==> src/rtl/dwtLiftPkg.sv <==
package dwtLiftPkg;

  // Fractional bits of every lifting and scaling constant.
  localparam int COEF_FRAC = 7;

  typedef enum logic [2:0] {
    CF_ALPHA,   // -200/128, first predict
    CF_BETA,    //   -7/128, first update
    CF_GAMMA,   //  113/128, second predict
    CF_DELTA,   //   57/128, second update
    CF_KLOW,    //  146/128, low-band scale
    CF_KHIGH    //  111/128, high-band scale
  } coefSelT;

  // Strobes from the control to the datapath, one bit per stage.
  typedef struct packed {
    logic [4:0] load;    // load[i]: stage i+1 registers capture
    logic [2:0] mirror;  // stages 2..4: use in-strip mirror, not the row memory
  } strobeT;

endpackage

==> src/rtl/dwtLiftRowMem.sv <==
module dwtLiftRowMem #(
  parameter int W    = 15,
  parameter int ROWS = 4,
  parameter int RW   = 2
) (
  input  logic         clk,
  input  logic         we,
  input  logic [RW-1:0] addr,
  input  logic [W-1:0] wrData,
  output logic [W-1:0] rdData
);
  logic [W-1:0] mem [ROWS];

  always_ff @(posedge clk) begin
    if (we) mem[addr] <= wrData;
  end

  // Read the old word in the same cycle the new one is written.
  assign rdData = mem[addr];
endmodule

==> src/rtl/dwtLiftCtrl.sv <==
module dwtLiftCtrl
  import dwtLiftPkg::*;
#(
  parameter int P  = 2,
  parameter int RW = 2
) (
  input  logic          clk,
  input  logic          rstN,
  input  logic          inValid,
  input  logic          firstStrip,
  input  logic [RW-1:0] rowIdx,
  output strobeT        stb,
  output logic [RW-1:0] rowA,
  output logic [RW-1:0] rowB,
  output logic [RW-1:0] rowC,
  output logic          outValid,
  output logic [P-1:0]  laneValid
);
  logic [4:0]    vldQ;
  logic [4:0]    fstQ;
  logic [RW-1:0] rowQ [3];

  always_ff @(posedge clk) begin
    if (!rstN) begin
      vldQ    <= '0;
      fstQ    <= '0;
      rowQ[0] <= '0;
      rowQ[1] <= '0;
      rowQ[2] <= '0;
    end else begin
      vldQ    <= {vldQ[3:0], inValid};
      fstQ    <= {fstQ[3:0], firstStrip};
      rowQ[0] <= rowIdx;
      rowQ[1] <= rowQ[0];
      rowQ[2] <= rowQ[1];
    end
  end

  always_comb begin
    stb.load   = {vldQ[3:0], inValid};
    stb.mirror = fstQ[2:0];
  end

  assign rowA     = rowQ[0];
  assign rowB     = rowQ[1];
  assign rowC     = rowQ[2];
  assign outValid = vldQ[4];

  for (genvar k = 0; k < P; k++) begin : g_lane
    if (k == 0) begin : g_edge
      assign laneValid[k] = vldQ[4] & ~fstQ[4];
    end else begin : g_inner
      assign laneValid[k] = vldQ[4];
    end
  end
endmodule

==> src/rtl/dwtLiftPath.sv <==
module dwtLiftPath
  import dwtLiftPkg::*;
#(
  parameter int P    = 2,
  parameter int W    = 15,
  parameter int ROWS = 4,
  parameter int RW   = 2
) (
  input  logic               clk,
  input  logic               rstN,
  input  strobeT             stb,
  input  logic [RW-1:0]      rowA,
  input  logic [RW-1:0]      rowB,
  input  logic [RW-1:0]      rowC,
  input  logic [(2*P+1)*W-1:0] sampIn,
  output logic [P*W-1:0]     lowOut,
  output logic [P*W-1:0]     highOut
);
  localparam int AW = W + 10;

  function automatic logic signed [W-1:0] mulShift(input logic signed [AW-1:0] v,
                                                   input coefSelT sel);
    logic signed [AW-1:0] p;
    case (sel)
      CF_ALPHA: p = -((v <<< 7) + (v <<< 6) + (v <<< 3));
      CF_BETA:  p = -((v <<< 3) - v);
      CF_GAMMA: p = (v <<< 7) - (v <<< 4) + v;
      CF_DELTA: p = (v <<< 6) - (v <<< 3) + v;
      CF_KLOW:  p = (v <<< 7) + (v <<< 4) + (v <<< 1);
      default:  p = (v <<< 7) - (v <<< 4) - v;
    endcase
    p = p >>> COEF_FRAC;
    return p[W-1:0];
  endfunction

  function automatic logic signed [W-1:0] liftStep(input logic signed [W-1:0] base,
                                                   input logic signed [W-1:0] lft,
                                                   input logic signed [W-1:0] rgt,
                                                   input coefSelT sel);
    return base + mulShift(AW'(lft) + AW'(rgt), sel);
  endfunction

  logic signed [W-1:0] x  [2*P+1];
  logic signed [W-1:0] e1 [P+1];
  logic signed [W-1:0] a1 [P];
  logic signed [W-1:0] a2 [P];
  logic signed [W-1:0] b2 [P];
  logic signed [W-1:0] a2m;
  logic signed [W-1:0] b3 [P];
  logic signed [W-1:0] c3 [P];
  logic signed [W-1:0] d4 [P];
  logic signed [W-1:0] h4 [P];
  logic signed [W-1:0] loQ [P];
  logic signed [W-1:0] hiQ [P];
  logic signed [W-1:0] aPrev, bPrev, cPrev;
  logic [W-1:0] memARd, memBRd, memCRd;

  for (genvar j = 0; j < 2*P+1; j++) begin : g_unpack
    assign x[j] = sampIn[j*W +: W];
  end

  // Boundary partials: last first-predict, last first-update, last second-predict.
  dwtLiftRowMem #(.W(W), .ROWS(ROWS), .RW(RW)) u_memA (
    .clk(clk), .we(stb.load[1]), .addr(rowA), .wrData(a1[P-1]), .rdData(memARd));
  dwtLiftRowMem #(.W(W), .ROWS(ROWS), .RW(RW)) u_memB (
    .clk(clk), .we(stb.load[2]), .addr(rowB), .wrData(b2[P-1]), .rdData(memBRd));
  dwtLiftRowMem #(.W(W), .ROWS(ROWS), .RW(RW)) u_memC (
    .clk(clk), .we(stb.load[3]), .addr(rowC), .wrData(c3[P-1]), .rdData(memCRd));

  assign aPrev = stb.mirror[0] ? a1[0] : memARd;
  assign bPrev = stb.mirror[1] ? b2[1] : memBRd;
  assign cPrev = stb.mirror[2] ? c3[0] : memCRd;

  // Stage 1: first predict on every odd sample of the strip.
  always_ff @(posedge clk) begin
    if (stb.load[0]) e1[P] <= x[2*P];
  end

  // Stage 2 extra carry of the left boundary predict value.
  always_ff @(posedge clk) begin
    if (stb.load[1]) a2m <= aPrev;
  end

  for (genvar k = 0; k < P; k++) begin : g_lane
    logic signed [W-1:0] aLeft, aOld, bOld, cOld;
    if (k == 0) begin : g_edge
      assign aLeft = aPrev;
      assign aOld  = a2m;
      assign bOld  = bPrev;
      assign cOld  = cPrev;
    end else begin : g_inner
      assign aLeft = a1[k-1];
      assign aOld  = a2[k-1];
      assign bOld  = b2[k-1];
      assign cOld  = c3[k-1];
    end

    always_ff @(posedge clk) begin
      if (stb.load[0]) begin
        e1[k] <= x[2*k];
        a1[k] <= liftStep(x[2*k+1], x[2*k], x[2*k+2], CF_ALPHA);
      end
      if (stb.load[1]) begin
        a2[k] <= a1[k];
        b2[k] <= liftStep(e1[k], aLeft, a1[k], CF_BETA);
      end
      if (stb.load[2]) begin
        b3[k] <= bOld;
        c3[k] <= liftStep(aOld, bOld, b2[k], CF_GAMMA);
      end
      if (stb.load[3]) begin
        h4[k] <= c3[k];
        d4[k] <= liftStep(b3[k], cOld, c3[k], CF_DELTA);
      end
    end

    always_ff @(posedge clk) begin
      if (!rstN) begin
        loQ[k] <= '0;
        hiQ[k] <= '0;
      end else if (stb.load[4]) begin
        loQ[k] <= mulShift(AW'(d4[k]), CF_KLOW);
        hiQ[k] <= mulShift(AW'(h4[k]), CF_KHIGH);
      end
    end

    assign lowOut[k*W +: W]  = loQ[k];
    assign highOut[k*W +: W] = hiQ[k];
  end
endmodule

==> src/rtl/dwtLift97.sv <==
module dwtLift97
  import dwtLiftPkg::*;
#(
  parameter int P    = 2,
  parameter int W    = 15,
  parameter int ROWS = 4,
  localparam int RW  = (ROWS > 1) ? $clog2(ROWS) : 1
) (
  input  logic                 clk,
  input  logic                 rstN,
  input  logic                 inValid,
  input  logic                 firstStrip,
  input  logic [RW-1:0]        rowIdx,
  input  logic [(2*P+1)*W-1:0] sampIn,
  output logic                 outValid,
  output logic [P-1:0]         laneValid,
  output logic [P*W-1:0]       lowOut,
  output logic [P*W-1:0]       highOut
);
  strobeT        stb;
  logic [RW-1:0] rowA, rowB, rowC;

  dwtLiftCtrl #(.P(P), .RW(RW)) u_ctrl (
    .clk(clk), .rstN(rstN), .inValid(inValid), .firstStrip(firstStrip),
    .rowIdx(rowIdx), .stb(stb), .rowA(rowA), .rowB(rowB), .rowC(rowC),
    .outValid(outValid), .laneValid(laneValid));

  dwtLiftPath #(.P(P), .W(W), .ROWS(ROWS), .RW(RW)) u_path (
    .clk(clk), .rstN(rstN), .stb(stb), .rowA(rowA), .rowB(rowB), .rowC(rowC),
    .sampIn(sampIn), .lowOut(lowOut), .highOut(highOut));
endmodule

==> config.mk <==
export PLATFORM = sky130hd
export DESIGN_NAME = dwtLift97
export DESIGN_NICKNAME = d
export VERILOG_FILES = /design/src/rtl/dwtLiftPkg.sv /design/src/rtl/dwtLiftRowMem.sv /design/src/rtl/dwtLiftCtrl.sv /design/src/rtl/dwtLiftPath.sv /design/src/rtl/dwtLift97.sv
export SDC_FILE = /design/constraint.sdc
export NUM_CORES = 2
export LEC_CHECK = 0
export ABC_CLOCK_PERIOD_IN_PS = 9750
export BUFFER_PORTS_ARGS = -buffer_cell sky130_fd_sc_hd__buf_2
export CAP_MARGIN = 10
export CORE_ASPECT_RATIO = 0.6
export CORE_MARGIN = 2
export CORE_UTILIZATION = 40
export CTS_CLUSTER_DIAMETER = 60
export DETAILED_ROUTE_END_ITERATION = 8
export GPL_TIMING_DRIVEN = 0
export HOLD_SLACK_MARGIN = 0.03
export PLACE_DENSITY_LB_ADDON = 0.25
export SLEW_MARGIN = 20
export SYNTH_ARGS = -nofsm -noshare
export SYNTH_HDL_FRONTEND = slang
export SYNTH_HIERARCHICAL = 1
export SYNTH_SLANG_ARGS = --single-unit
==> constraint.sdc <==
create_clock -name clk -period 9.75 [get_ports clk]
set_clock_uncertainty 0.2 [all_clocks]
set_input_delay 1.95 -clock clk [delete_from_list [all_inputs] [get_ports clk]]
set_output_delay 1.95 -clock clk [all_outputs]
set_load 0.05 [all_outputs]
Word-level counts from Yosys, hierarchy flattened --
Memories as Yosys holds them, arrays and structs flattened. Index checks and enable logic that the tools add are counted.
Operators by class: bitwise logic cells 9, add/sub/neg operators 42, multiplexer cells 39
Operator list (number):
- 22-bit two-way mux | 16
- 22-bit by 16-bit adder with 22-bit output | 6
- 15-bit by 15-bit adder with 16-bit output | 8
- 15-bit adder | 8
- 15-bit two-way mux | 7
- 22-bit by 19-bit adder with 22-bit output | 4
- 22-bit negation | 4
- 22-bit by 19-bit subtractor with 22-bit output | 4
- 22-bit adder | 2
- 22-bit by 15-bit subtractor with 22-bit output | 2
- 22-bit by 20-bit subtractor with 22-bit output | 2
- 19-bit by 16-bit subtractor with 20-bit output | 2
- 1-bit two-way mux | 13
- 1-bit OR | 7
- 2-bit two-way mux | 3
- 1-bit AND | 1
- 1-bit inverter | 1
Storage, ports and cells: logic and storage cells 107, memory bits (writable) 501, memories 14, register bits after elaboration 25
Memory list:
- u_path.u_memA.mem | words 4, width 15, rd ports 1, clocked after Yosys merged registers in 0, write ports 1, RTL line dwtLiftRowMem.sv:12 | logic [W-1:0] mem [ROWS];
- u_path.u_memB.mem | words 4, width 15, rd ports 1, clocked after Yosys merged registers in 0, write ports 1, RTL line dwtLiftRowMem.sv:12
- u_path.u_memC.mem | words 4, width 15, rd ports 1, clocked after Yosys merged registers in 0, write ports 1, RTL line dwtLiftRowMem.sv:12
- u_path.e1 | words 3, width 15, rd ports 2, clocked after Yosys merged registers in 0, write ports 3, RTL line dwtLiftPath.sv:44 | logic signed [W-1:0] e1 [P+1];
- u_path.a1 | words 2, width 15, rd ports 2, clocked after Yosys merged registers in 0, write ports 2, RTL line dwtLiftPath.sv:45 | logic signed [W-1:0] a1 [P];
- u_path.a2 | words 2, width 15, rd ports 1, clocked after Yosys merged registers in 0, write ports 2, RTL line dwtLiftPath.sv:46 | logic signed [W-1:0] a2 [P];
- +8 memories

Logic depth before layout (Yosys ltp) --
An unclocked memory read counts as a cell.
depth after elaboration 8, gate-level depth with buffers 33, gate-level depth less buffers 31

Hierarchy --
Netlist, hierarchy kept.
By module, submodules not included:
- dwtLiftPath | cells an instance 3218, seq. area each 9008.6 um^2, area an instance 32049.5 um^2, times used 1
- dwtLiftRowMem | cells an instance 83, seq. area each 1801.7 um^2, area an instance 2249.7 um^2, times used 3
- dwtLiftCtrl | cells an instance 39, seq. area each 320.3 um^2, area an instance 490.5 um^2, times used 1

Worst setup path after synthesis --
Ideal clock, no wire load.
kind input-to-reg, start point input sampIn[0], end point memory u_path.a1[0][14] (data pin), cell stages on the path 27, path buffers 0, arrival 7.066 ns, setup time 0.258 ns, setup slack 2.227 ns, data required time 9.292 ns, path through ha_1 inv_1 fa_1 nor2b_1 o31a_1 o21ai_1 a21oi_1 o21ai_0 nand2b_1 xnor2_1 fa_1 ha_1 ha_1 or3_1 or3_1 o21ai_0 a21o_1 o21bai_1 a21oi_1 xnor2_1 ha_1 o21ai_0 o21ai_0 o41ai_1 o21ai_0 xnor2_1 xnor2_1
RTL lines:
- start: declaration | RTL line dwtLift97.sv:14 | input logic [(2*P+1)*W-1:0] sampIn,
- end: declaration | RTL line dwtLiftPath.sv:45

==> results.cfg <==
[sta]
fmax_mhz = 118
maxSlewViolCount = 0
hold_viol = 0
rsz0062_at_grt = no
slew_headroom = 0.309
tightest_slew_ns = 1.03
fin_tns_setup_ns = 0
setup_viol = 0
holdWs_ns = 0.264
finalCritPeriodShare = 0.867
fin_crit_ns = 8.45

[cts]
clockBufferDepth = 3
holdBufCountCts = 0
clk_latency_ns = 0.63
cts-root-buf = clkbuf_16
clkTransAtPathRegs_ns = 0.07
tritoncts = done
cts_setup_buffers = 0
numCtsBuffers = 52
post_cts_resized = 0
cts.htree.levels = 2
cts.sinks = 496

[global_route]
grt_usage = 0.194
grt_pass1_vias = 25500
grt_overflow_total = 0
grt_pass1_wl_mm = 152
grt_max_degree = 61
antenna_found_initial = 6

[setup_path]
critPathCaptureType = flip-flop
r2r_end = u_path/d4[0][14]
reg2reg_setup_slack_ns = 1.30
cp_common_cell = a21oi_1
worstSetupPathType = reg -> reg
required_ns = 9.90
cp_slowest_cell = clkbuf_1
worst_r2r_path_depth = 26
max_stage_delay_ns = 0.55
r2r_start = u_ctrl/fstQ[2]
worstPathMaxFanout = 10
worstPathArrival_ns = 8.61
start_kind = flip-flop

[final_layout]
fin_area_sq_mm = 0.0437
layout-drive-gt1-share = 0.104
nets = 4448
area_delta_synth_final_pct = 11.3
nFillCells = 9081

[synth]
syn_nets = 4243
synth_edf_count = 480
async_flop_share = 0
syn_avg_cell_area_sq_um = 11.2
synth_cell_types = 86
ys_ff_latch = 496
yosys_warnings = 6
ys_seq_area_frac = 0.375
ys.flop_type = edfxtp_1
synth_cells = 3506
synth.cell_area_sq_mm = 0.0393

[floorplan]
fp.dieArea_sq_mm = 0.101
row_count = 88
die_h_um = 247
fp.dieW_um = 409
io_pins = 144
start_util = 0.406
coreArea_sq_mm = 0.0967

[detailed_routing]
vias_per_cell = 5.38
drt-total-wl_mm = 98.4
wl_per_cell_um = 19.4
drt_first_iter_violations = 2252
drc = 0
num_vias = 27200
dr.pass1.iters = 8
postRouteAntennaNets = 0

[min_path]
min_to = u_ctrl/fstQ[2]
min_path_cells = 1
worst_hold_startpoint = u_ctrl/fstQ[1]
hold_path.class = reg -> reg

[placed_design]
dp_hpwl_mm = 78.9
dpl_cell_area_sq_mm = 0.0418
gp_congestion = 0.896
place.port_buffers = 143

[flow_run]
maxCapViolCount = 0

[run_status]
outcome = completed
[worst max-delay path by stage]
stage	startpoint	to	slack, ns	cells past startpoint
2_1_floorplan	sampIn[0]	u_path/a1[0][14]	2.23	27
6_report	u_ctrl/fstQ[2]	u_path/d4[0][14]	1.30	26
3_3_place_gp	sampIn[30]	u_path/a1[0][14]	1.02	28
4_1_cts	u_ctrl/fstQ[2]	u_path/d4[0][14]	1.40	30
3_5_place_dp	sampIn[30]	u_path/a1[0][14]	1.06	28
5_1_grt	u_ctrl/fstQ[2]	u_path/d4[0][14]	0.70	30
[critical path: cells and delay by family, from the launching register on]
| family | cells | cell delay, ns |
|---|---|---|
| compound gates | 13 | 3.26 |
| xor+xnor | 4 | 1.13 |
| fa+ha+maj | 5 | 1.87 |
| buf+inv | 3 | 0.93 |
| flops | 1 | 0.36 |
| mux | 1 | 0.41 |
[flip-flops by register name (all words and copies together), names as in the netlist, 30 cells and up]
register and count:
u_path/u_memB/mem 60, u_path/d4 30, u_path/b2 30, u_path/b3 30
u_path/u_memA/mem 60, u_path/h4 30, u_path/a1 30, u_path/e1 30
u_path/loQ 30, u_path/u_memC/mem 60, u_path/c3 30, u_path/hiQ 30
[cell usage after synthesis (46+ instances only)]
cell	number	area, sq um
a21o_1	92	691
a21oi_1	256	1280
edfxtp_1	480	14400
fa_1	108	2160
ha_1	548	6860
inv_1	268	1010
mux2_2	48	541
nand2_1	116	435
nand3_1	56	280
nor2_1	225	845
nor3_1	96	480
o21a_1	46	345
o21ai_0	133	666
o21bai_1	59	443
xnor2_1	253	2220
xor2_1	134	1170
[cell usage in the layout, fill, tap and decap left out, types with 16 or more instances in the layout]
cell type and instances:
a21boi_0 16, xor2_1 134, o21a_1 46, a211oi_1 19
nand3_1 56, a31o_2 16, inv_1 268, o21bai_1 59
edfxtp_1 480, o211ai_1 20, buf_2 149, or3_1 29
mux2_2 48, a21o_1 92, and3_1 32, mux4_1 27
xnor2_1 253, a31oi_1 20, o21ai_0 133, ha_1 548
o41ai_1 21, nor3_1 96, clkbuf_1 17, fa_1 108
mux4_2 18, nand2_1 116, a21oi_1 256, clkbuf_16 53
nor2_1 225, nand2b_1 41, nor2b_1 45
[stage by stage]
| step | cells | util | setup slack (ns) |
|---|---|---|---|
| after CTS | 5060 | 0.452 | 1.40 |
| final | 5062 | 0.452 | 1.30 |
| after global routing | 5060 | 0.452 | 0.702 |
| after global placement | 4954 | 0.431 | 1.02 |
| after detailed placement | 4962 | 0.433 | 1.06 |
| after floorplan | 3506 | - | 2.23 |
[routing by layer]
metal | GRT usage | vias up | part of all wire
li1 | - | 13400 | -
met1 | 0.325 | 13000 | 0.55
met2 | 0.253 | 684 | 0.37
met3 | 0.0356 | 72 | 0.066
met4 | 0.0277 | 2 | 0.011
met5 | 0 | - | 0.00013
[kinds of logic (layout without fill, tap and decap cells)]
family	after synthesis	count (layout)	synth area share
AND/OR/NAND/NOR	750	750	0.0958
AO/OA/AOI/OAI	810	810	0.135
buffers and inverters	302	551	0.0315
other	0	2	0
multiplexers	96	96	0.0429
XOR/XNOR	392	392	0.0890
adder cells (fa/ha/maj)	660	660	0.231
flip-flops	496	496	0.375
[layout make-up]
class / instances / area (sq um) / share of cell area
flip-flops and latches: 496 / 14700 / 0.337
clock inverters: 42 / 577 / 0.0132
inverters: 268 / 1010 / 0.0230
repair buffers: 151 / 863 / 0.0197
well taps: 1305 / 1630 / 0.0373
clock buffers: 56 / 1340 / 0.0306
plain buffers: 34 / 233 / 0.00532
multi-input cells: 2708 / 23300 / 0.534
diodes: 2 / 5.00 / 0.000114
Power is not shown: default switching activity piles up to over one toggle a cycle in this logic, so the estimate is an artifact.
